### config.mk
export PLATFORM = sky130hd
export DESIGN_NAME = opaddr_gen
export DESIGN_NICKNAME = d
export VERILOG_FILES = /design/src/rtl/opaddr_pkg.sv /design/src/rtl/opaddr_bank_map.sv /design/src/rtl/opaddr_sp_reg.sv /design/src/rtl/opaddr_wide_sum.sv /design/src/rtl/opaddr_gen.sv
export SDC_FILE = /design/constraint.sdc
export NUM_CORES = 1
export LEC_CHECK = 0
export ABC_AREA = 1
export BUFFER_PORTS_ARGS = -buffer_cell sky130_fd_sc_hd__buf_2
export CAP_MARGIN = 20
export CORE_MARGIN = 1.5
export CORE_UTILIZATION = 45
export DETAILED_ROUTE_END_ITERATION = 10
export GPL_TIMING_DRIVEN = 1
export PLACE_DENSITY = 0.78
export SYNTH_ARGS = -nofsm -noshare
export SYNTH_HDL_FRONTEND = slang
export SYNTH_SLANG_ARGS = --single-unit
### constraint.sdc
create_clock -name clk -period 1.6 [get_ports clk]
set_input_delay 0.48 -clock clk [delete_from_list [all_inputs] [get_ports clk]]
set_output_delay 0.48 -clock clk [all_outputs]
set_load 0.1 [all_outputs]
### src/rtl/opaddr_pkg.sv
package opaddr_pkg;

  localparam int OA_IA_W = 8;
  localparam int OA_WA_W = 16;

  typedef enum logic [2:0] {
    MD_DIRECT  = 3'd0,
    MD_REG     = 3'd1,
    MD_IND_PTR = 3'd2,
    MD_IND_SP  = 3'd3,
    MD_XDATA   = 3'd4,
    MD_IDX_DP  = 3'd5,
    MD_IDX_PC  = 3'd6,
    MD_NONE    = 3'd7
  } oa_mode_e;

  typedef enum logic [1:0] {
    SPC_IRAM = 2'd0,
    SPC_SFR  = 2'd1,
    SPC_XRAM = 2'd2,
    SPC_CODE = 2'd3
  } oa_space_e;

endpackage

### src/rtl/opaddr_bank_map.sv
module opaddr_bank_map #(
  parameter int IA_W   = 8,
  parameter int RSEL_W = 3,
  parameter int BANK_W = 2
) (
  input  logic [BANK_W-1:0] bank_sel,
  input  logic [RSEL_W-1:0] reg_sel,
  input  logic [IA_W-1:0]   r0_val,
  input  logic [IA_W-1:0]   r1_val,
  output logic [IA_W-1:0]   reg_addr,
  output logic [IA_W-1:0]   ptr_addr
);

  localparam int SLOT_W = BANK_W + RSEL_W;
  localparam int PAD_W  = IA_W - SLOT_W;

  function automatic logic [IA_W-1:0] f_slot(logic [BANK_W-1:0] b, logic [RSEL_W-1:0] r);
    logic [SLOT_W-1:0] s;
    s = {b, r};
    return {{PAD_W{1'b0}}, s};
  endfunction

  assign reg_addr = f_slot(bank_sel, reg_sel);
  assign ptr_addr = reg_sel[0] ? r1_val : r0_val;

endmodule

### src/rtl/opaddr_sp_reg.sv
module opaddr_sp_reg #(
  parameter int              IA_W    = 8,
  parameter logic [IA_W-1:0] SP_INIT = 8'h07
) (
  input  logic            clk,
  input  logic            rst_n,
  input  logic            push,
  input  logic            pop,
  output logic            push_w,
  output logic            pop_w,
  output logic [IA_W-1:0] sp_q,
  output logic [IA_W-1:0] slot_addr
);

  logic [IA_W-1:0] sp_inc;
  logic [IA_W-1:0] sp_dec;

  assign push_w = push & ~pop;
  assign pop_w  = pop & ~push;
  assign sp_inc = sp_q + IA_W'(1);
  assign sp_dec = sp_q - IA_W'(1);

  // Pre-increment on push; post-decrement on pop, so pop reads the current slot.
  assign slot_addr = push_w ? sp_inc : sp_q;

  always_ff @(posedge clk or negedge rst_n) begin
    if (!rst_n)      sp_q <= SP_INIT;
    else if (push_w) sp_q <= sp_inc;
    else if (pop_w)  sp_q <= sp_dec;
  end

endmodule

### src/rtl/opaddr_wide_sum.sv
module opaddr_wide_sum #(
  parameter int IA_W = 8,
  parameter int WA_W = 16
) (
  input  logic [WA_W-1:0] base,
  input  logic [IA_W-1:0] offs,
  output logic [WA_W-1:0] sum
);

  function automatic logic [WA_W-1:0] f_index(logic [WA_W-1:0] b, logic [IA_W-1:0] o);
    return b + {{(WA_W-IA_W){1'b0}}, o};
  endfunction

  assign sum = f_index(base, offs);

endmodule

### src/rtl/opaddr_gen.sv
module opaddr_gen
  import opaddr_pkg::*;
#(
  parameter int              IA_W    = OA_IA_W,
  parameter int              WA_W    = OA_WA_W,
  parameter int              RSEL_W  = 3,
  parameter int              BANK_W  = 2,
  parameter logic [IA_W-1:0] SP_INIT = 8'h07
) (
  input  logic              clk,
  input  logic              rst_n,
  input  logic              req,
  input  logic [2:0]        mode,
  input  logic [RSEL_W-1:0] reg_sel,
  input  logic [IA_W-1:0]   dir_addr,
  input  logic [BANK_W-1:0] bank_sel,
  input  logic [IA_W-1:0]   r0_val,
  input  logic [IA_W-1:0]   r1_val,
  input  logic [WA_W-1:0]   dptr,
  input  logic [WA_W-1:0]   pc,
  input  logic [IA_W-1:0]   acc,
  input  logic              push,
  input  logic              pop,
  output logic [WA_W-1:0]   addr_o,
  output logic [1:0]        space_o,
  output logic              valid_o,
  output logic [IA_W-1:0]   sp_o
);

  localparam int PAD_W = WA_W - IA_W;
  localparam int N_IDX = 2;

  logic [IA_W-1:0] reg_addr;
  logic [IA_W-1:0] ptr_addr;
  logic [IA_W-1:0] slot_addr;
  logic [IA_W-1:0] sp_q;
  logic            push_w;
  logic            pop_w;
  logic            stack_op_w;
  logic            req_ok_w;
  logic [WA_W-1:0] idx_base [N_IDX];
  logic [WA_W-1:0] idx_sum  [N_IDX];

  logic [WA_W-1:0] addr_d;
  oa_space_e       space_d;
  logic            valid_d;

  function automatic logic [WA_W-1:0] f_zext(logic [IA_W-1:0] a);
    return {{PAD_W{1'b0}}, a};
  endfunction

  function automatic oa_space_e f_dir_space(logic [IA_W-1:0] a);
    return a[IA_W-1] ? SPC_SFR : SPC_IRAM;
  endfunction

  opaddr_bank_map #(
    .IA_W  (IA_W),
    .RSEL_W(RSEL_W),
    .BANK_W(BANK_W)
  ) u_bank (
    .bank_sel(bank_sel),
    .reg_sel (reg_sel),
    .r0_val  (r0_val),
    .r1_val  (r1_val),
    .reg_addr(reg_addr),
    .ptr_addr(ptr_addr)
  );

  opaddr_sp_reg #(
    .IA_W   (IA_W),
    .SP_INIT(SP_INIT)
  ) u_sp (
    .clk      (clk),
    .rst_n    (rst_n),
    .push     (push),
    .pop      (pop),
    .push_w   (push_w),
    .pop_w    (pop_w),
    .sp_q     (sp_q),
    .slot_addr(slot_addr)
  );

  assign idx_base[0] = dptr;
  assign idx_base[1] = pc;

  for (genvar gi = 0; gi < N_IDX; gi++) begin : g_idx
    opaddr_wide_sum #(
      .IA_W(IA_W),
      .WA_W(WA_W)
    ) u_sum (
      .base(idx_base[gi]),
      .offs(acc),
      .sum (idx_sum[gi])
    );
  end

  assign stack_op_w = push_w | pop_w;
  assign req_ok_w   = req & (oa_mode_e'(mode) != MD_NONE);

  always_comb begin
    addr_d  = '0;
    space_d = SPC_IRAM;
    valid_d = stack_op_w | req_ok_w;
    if (stack_op_w) begin
      addr_d  = f_zext(slot_addr);
      space_d = SPC_IRAM;
    end else begin
      unique case (oa_mode_e'(mode))
        MD_DIRECT: begin
          addr_d  = f_zext(dir_addr);
          space_d = f_dir_space(dir_addr);
        end
        MD_REG: begin
          addr_d  = f_zext(reg_addr);
          space_d = SPC_IRAM;
        end
        MD_IND_PTR: begin
          addr_d  = f_zext(ptr_addr);
          space_d = SPC_IRAM;
        end
        MD_IND_SP: begin
          addr_d  = f_zext(sp_q);
          space_d = SPC_IRAM;
        end
        MD_XDATA: begin
          addr_d  = dptr;
          space_d = SPC_XRAM;
        end
        MD_IDX_DP: begin
          addr_d  = idx_sum[0];
          space_d = SPC_CODE;
        end
        MD_IDX_PC: begin
          addr_d  = idx_sum[1];
          space_d = SPC_CODE;
        end
        default: begin
          addr_d  = '0;
          space_d = SPC_IRAM;
        end
      endcase
    end
  end

  always_ff @(posedge clk or negedge rst_n) begin
    if (!rst_n) begin
      addr_o  <= '0;
      space_o <= SPC_IRAM;
      valid_o <= 1'b0;
    end else begin
      addr_o  <= addr_d;
      space_o <= space_d;
      valid_o <= valid_d;
    end
  end

  assign sp_o = sp_q;

endmodule

* Yosys cells after proc, flatten, opt, wreduce, memory -nomap -nowiden
Cells that the tools add are included.
** Word-level totals
- Word-level logic and storage cells :: 34
- Bits in registers :: 27
** Cells by class
- Bitwise logic cells :: 7
- Equal/unequal tests :: 7
- $add $sub $neg :: 4
- Reductions and logical operators :: 3
- Multiplexer cells :: 9
** Operators by type and width (count)
- $pmux 16 s7 :: 1
- $add 16x8->16 :: 2
- $mux 8 :: 4
- $mux 16 :: 1
- $eq 3x3->1 const B :: 3
- $add 8x1->8 const B :: 1
- $sub 8x1->8 const B :: 1
- $eq 3x2->1 const B :: 2
- $pmux 2 s3 :: 1
- $and 1x1->1 :: 3
- $eq 3x1->1 const B :: 1
- $logic_not 3->1 :: 1
- $ne 3x3->1 const B :: 1
- $mux 2 :: 1
- $not 1->1 :: 2
- $or 1x1->1 :: 2
- $reduce_bool 2->1 :: 1
- $reduce_or 2->1 :: 1
- $mux 1 :: 1

* Longest topological paths before layout
- Depth in word-level cells :: 4
- Depth in mapped cells :: 19

* By module
Synthesis repeated with hierarchy kept, for this count alone.
** Second synthesis, totals
- Cell total of the unflattened synthesis :: 645
- Area, all modules :: 3733.6 um^2
** Modules (own cells, without submodules)
- opaddr_gen :: times used 1, sequential area each 475.5 um^2, area an instance 1472.7 um^2, cells an instance 234
- opaddr_sp_reg :: times used 1, sequential area each 203.9 um^2, area an instance 739.5 um^2, cells an instance 120
- opaddr_wide_sum at g_idx[1].u_sum :: times used 1, sequential area each 0.0 um^2, area an instance 695.7 um^2, cells an instance 130
- opaddr_wide_sum at g_idx[0].u_sum :: times used 1, sequential area each 0.0 um^2, area an instance 656.9 um^2, cells an instance 126
- opaddr_bank_map :: times used 1, sequential area each 0.0 um^2, area an instance 168.9 um^2, cells an instance 35

* Worst setup path after synthesis
Ideal clock, no wire load.
- Path kind :: input -> register
- Start point :: input mode[0]
- End point :: register addr_o[5]
- Data arrival time :: 2441 ps
- Library setup time :: 117 ps
- Cell stages on the path :: 15
- Buffers on the path :: 2
- Setup slack :: -958 ps
- Cell sequence :: inv_2 -> nand3_2 -> buf_6 -> buf_2 -> mux2_2 -> ha_1 -> a21oi_1 -> nand2_1 -> nand2_1 -> nand2_1 -> or2_2 -> nand3_1 -> o211ai_1 -> nand2_1 -> nand2_1
** Between the ends
- Cells in the longest elaborated chain, start to end :: 3
- Elaborated cells between the ends (all ways) :: 9
- Those cells by class :: 6 x eq/ne; 2 x mux; 1 x reduce/logical
** Ends and longest elaborated chain
- start, declared :: line opaddr_gen.sv:13 : input logic [2:0] mode,
- $eq 3x3->1, or another cell as far along :: line opaddr_gen.sv:108 : unique case (oa_mode_e'(mode))
- $pmux 16 s7 * :: line opaddr_gen.sv:108
- $mux 16 * :: line opaddr_gen.sv:104 : if (stack_op_w) begin
- via addr_d[5] :: line opaddr_gen.sv:44 : logic [WA_W-1:0] addr_d;
- end signal, assigned :: line opaddr_gen.sv:151 : addr_o <= addr_d;
- end, declared :: line opaddr_gen.sv:24 : output logic [WA_W-1:0] addr_o,
The timed path passes the listed nets; every way through them passes the cells marked *.
A chain may end at the register's enable or synchronous reset.

* Worst setup path in the final report
- Start point :: input mode[0]
- End point :: register addr_o[3]
Same word-level chain as after synthesis.

==> results.toml <==
[power]
powerDensity_mw_per_mm2 = 1180
peakVddDrop_uv = 1452
leakage_nw = 2.266

[floorplan]
start_util_pct = 46.98
die_area_mm2 = 0.006286
core_mm2 = 0.005574
rows = 27
num_io_pins = 104
dieWidth_um = 79.29
die_h_um = 79.29

[logic_synthesis]
ys.flop_type = "dfrtp_1"
syn_nets = 499
synth_area_mm2 = 0.002619
synth_edf_count = 0
synth-seq-area-share_pct = 25.94
async_reset_ff_share_pct = 100.0
syn_inst = 406
synthTopCellsByArea = "dfrtp_1, nand2_1, ha_1"
yosysTopAreaCell = "dfrtp_1"
ys.warnings.count = 0
ys_types = 38
synth_top_area_share_pct = 22.93
syn_area_per_cell_um2 = 6.450
ys_ff_latch = 27

[sta]
tightest_slew_ps = 591.0
fin_crit_sh_pct = 137.2
setup_viol = 22
period_minus_slack_ps = 2195
skew_ps = 4.497
rsz0062_at_grt = "true"
layout_setup_ws_ps = -595.0
slew_headroom_pct = 60.60
fmax_mhz = 455.6
hold_viol = 0
slew_viol_final = 0

[cts]
cts_tree = "yes"
clock_path_buffers = 2
clockRootBuffer = "clkbuf_8"
clk_pin_slew_ps = 100
htreeDepth = 1
cts_made_buffers = 3
clock_sinks = 27
clk-insertion-delay-late_ps = 280

[setup_path]
r2r-start = "u_sp.sp_q[0]"
critPathCaptureType = "flop"
crit_required_ps = 1770
critPathKind = "in2reg"
arrival_ps = 2360
critPathBufInv = 3
critical-path-top-delay-family = "simple AND/OR/NAND/NOR gates"
critPathMaxStageDelay_ps = 340
crit_slowest_cell = "mux2_4"
cp-startpoint = "mode[0]"
worstPathCellList = "buf_12 > inv_12 > nand3_4 > mux2_4 > ha_4 > a21oi_2 > nand2_2 > buf_4 > or2_4 > nand3_2 > nand4_1 > o21ai_1 > nand2_1"
start_kind = "input pin"
cp_max_fo = 8

[drt]
finalWirelength_um = 9884
drc_errors = 0
vias = 3551
dr.pass1.iters = 5
ant_nets = 0
vias_per_cell = 5.430
drtIter0Drc = 278
routedWlPerCell_um = 15.11

[global_routing]
grt_pass1_wl_um = 14500
grt_max_degree = 28
grtUsageTotal_pct = 29.00
grt_antenna_before_repair = 0
grt_pass1_vias = 3200
grt-ovfl-total = 0

[cells_and_area]
drive_gt1_share_pct = 50.52
instances_no_fill = 654
final_nets = 676
seqCellArea_um2 = 694.4
area.growth.synth_to_final_pct = 68.42
multiInputGateArea_mm2 = 0.002069
fill_cells = 378
diodes = 0

[status]
status = "complete, but fails checks"
violations = "negative setup slack"

[flow_run]
maxCapViolCount = 0

[placed_design]
place_ws_ps = -985.5
io_buffers = 103
dp.cells = 623
dp_hpwl_um = 6957
gp_congestion = 0.9161

[hold_path]
hp-class = "in2async"
path summary, 6_finish.rpt:
kind / endpoint / slack [ps] / depth (start not counted)
setup / recovery: addr_o[3] / -590 / 13
hold / removal: addr_o[2] / 190 / 1
setup reg to reg: addr_o[6] / -160 / 10
hold reg to reg: u_sp.sp_q[7] / 600 / 2
max in group asynchronous: u_sp.sp_q[4] / 990 / 1
min in group clk: addr_o[13] / 460 / 3
logic make-up after synthesis:
family / Yosys count / synth area share [%]
xor+xnor: 3 / 1.004
buf+inv: 57 / 9.746
fa+ha+maj: 16 / 7.931
mux: 4 / 1.720
simple gates: 225 / 37.65
flops: 27 / 25.94
compound gates: 74 / 16.01
worst reg2reg max path, cell delays in order (launching register included):
cell	delay (ps)
dfstp_4	690
buf_6	120
ha_4	140
nand2_4	60
inv_2	50
nand4_1	100
xor2_1	170
nand2_1	80
o21ai_0	100
nand2_1	80
nand2_1	50
registers in the layout, summed over array words and instances, names as in the netlist:
register,cells
addr_o,16
u_sp.sp_q,8
space_o,2
valid_o,1
power breakdown:
part	leakage, nW	switching (mW)	internal, mW
Clock	0.0217	0.223	0.177
Sequential	0.332	0.223	0.894
Combinational	1.91	2.38	1.31
cells in the final DEF (no fill, tap or decap), types with 11 or more instances in the layout:
cell type and n:
a21oi_1 11, a21oi_2 16, buf_2 94, buf_4 72, dfrtp_1 21, inv_1 32, nand2_1 118, nand2_2 16
nand3_1 12, nand3_2 13, nand4_1 13, nor2_1 21, o21ai_0 18
cell usage after synthesis (all sizes together), types with 4 or more instances:
| cell type | instances |
|---|---|
| clkbuf | 5 |
| ha | 15 |
| o21ai | 29 |
| a31oi | 4 |
| nand4 | 13 |
| inv | 42 |
| nand3 | 27 |
| dfrtp | 24 |
| or2 | 4 |
| a21oi | 27 |
| o211ai | 4 |
| buf | 9 |
| mux2 | 4 |
| nor3 | 4 |
| nor2 | 33 |
| nand2 | 141 |
area by class of cell:
cell class | count | share of cell area, %
sequential | 27 | 15.74
multi-input combinational | 322 | 46.92
inverter | 43 | 4.170
clock inverter | 1 | 0.1702
tap | 72 | 2.043
clock buffer | 3 | 0.9362
timing repair buffer | 186 | 30.01
through the flow:
step | setup TNS, ps | utilization (%) | cell area, µm² | hold WS [ps] | total power [mW]
global route | -9897 | 79.12 | 4410 | 237.1 | 5.424
floorplan | -9595 | - | 2768 | 184.4 | 3.133
finish | -8386 | 79.12 | 4410 | 190.8 | 5.206
CTS | -7216 | 73.85 | 4116 | 208.7 | 4.744
global placement | -12520 | 68.62 | 3825 | 503.5 | 4.085
detailed placement | -13450 | 68.62 | 3825 | 513.5 | 4.146
per-layer routing:
| metal | up-vias | global-route usage (%) | share of wire [%] |
|---|---|---|---|
| li1 | 1696 | - | - |
| met1 | 1646 | 37.67 | 42 |
| met2 | 182 | 50.60 | 50 |
| met3 | 27 | 1.954 | 5.9 |
| met4 | 0 | 10.00 | 2.7 |
| met5 | - | 0 | 0 |
what timing repair did:
item / 4_1_cts / 5_1_grt
gates cloned: 0 / 0
resized for setup: 46 / 47
setup buffers: 12 / 15
hold buffers: 0 / 0
endpoints found under the setup margin: 20 / 23
pin swaps: 29 / 37
Note: power is estimated with default switching activity, not from simulation.
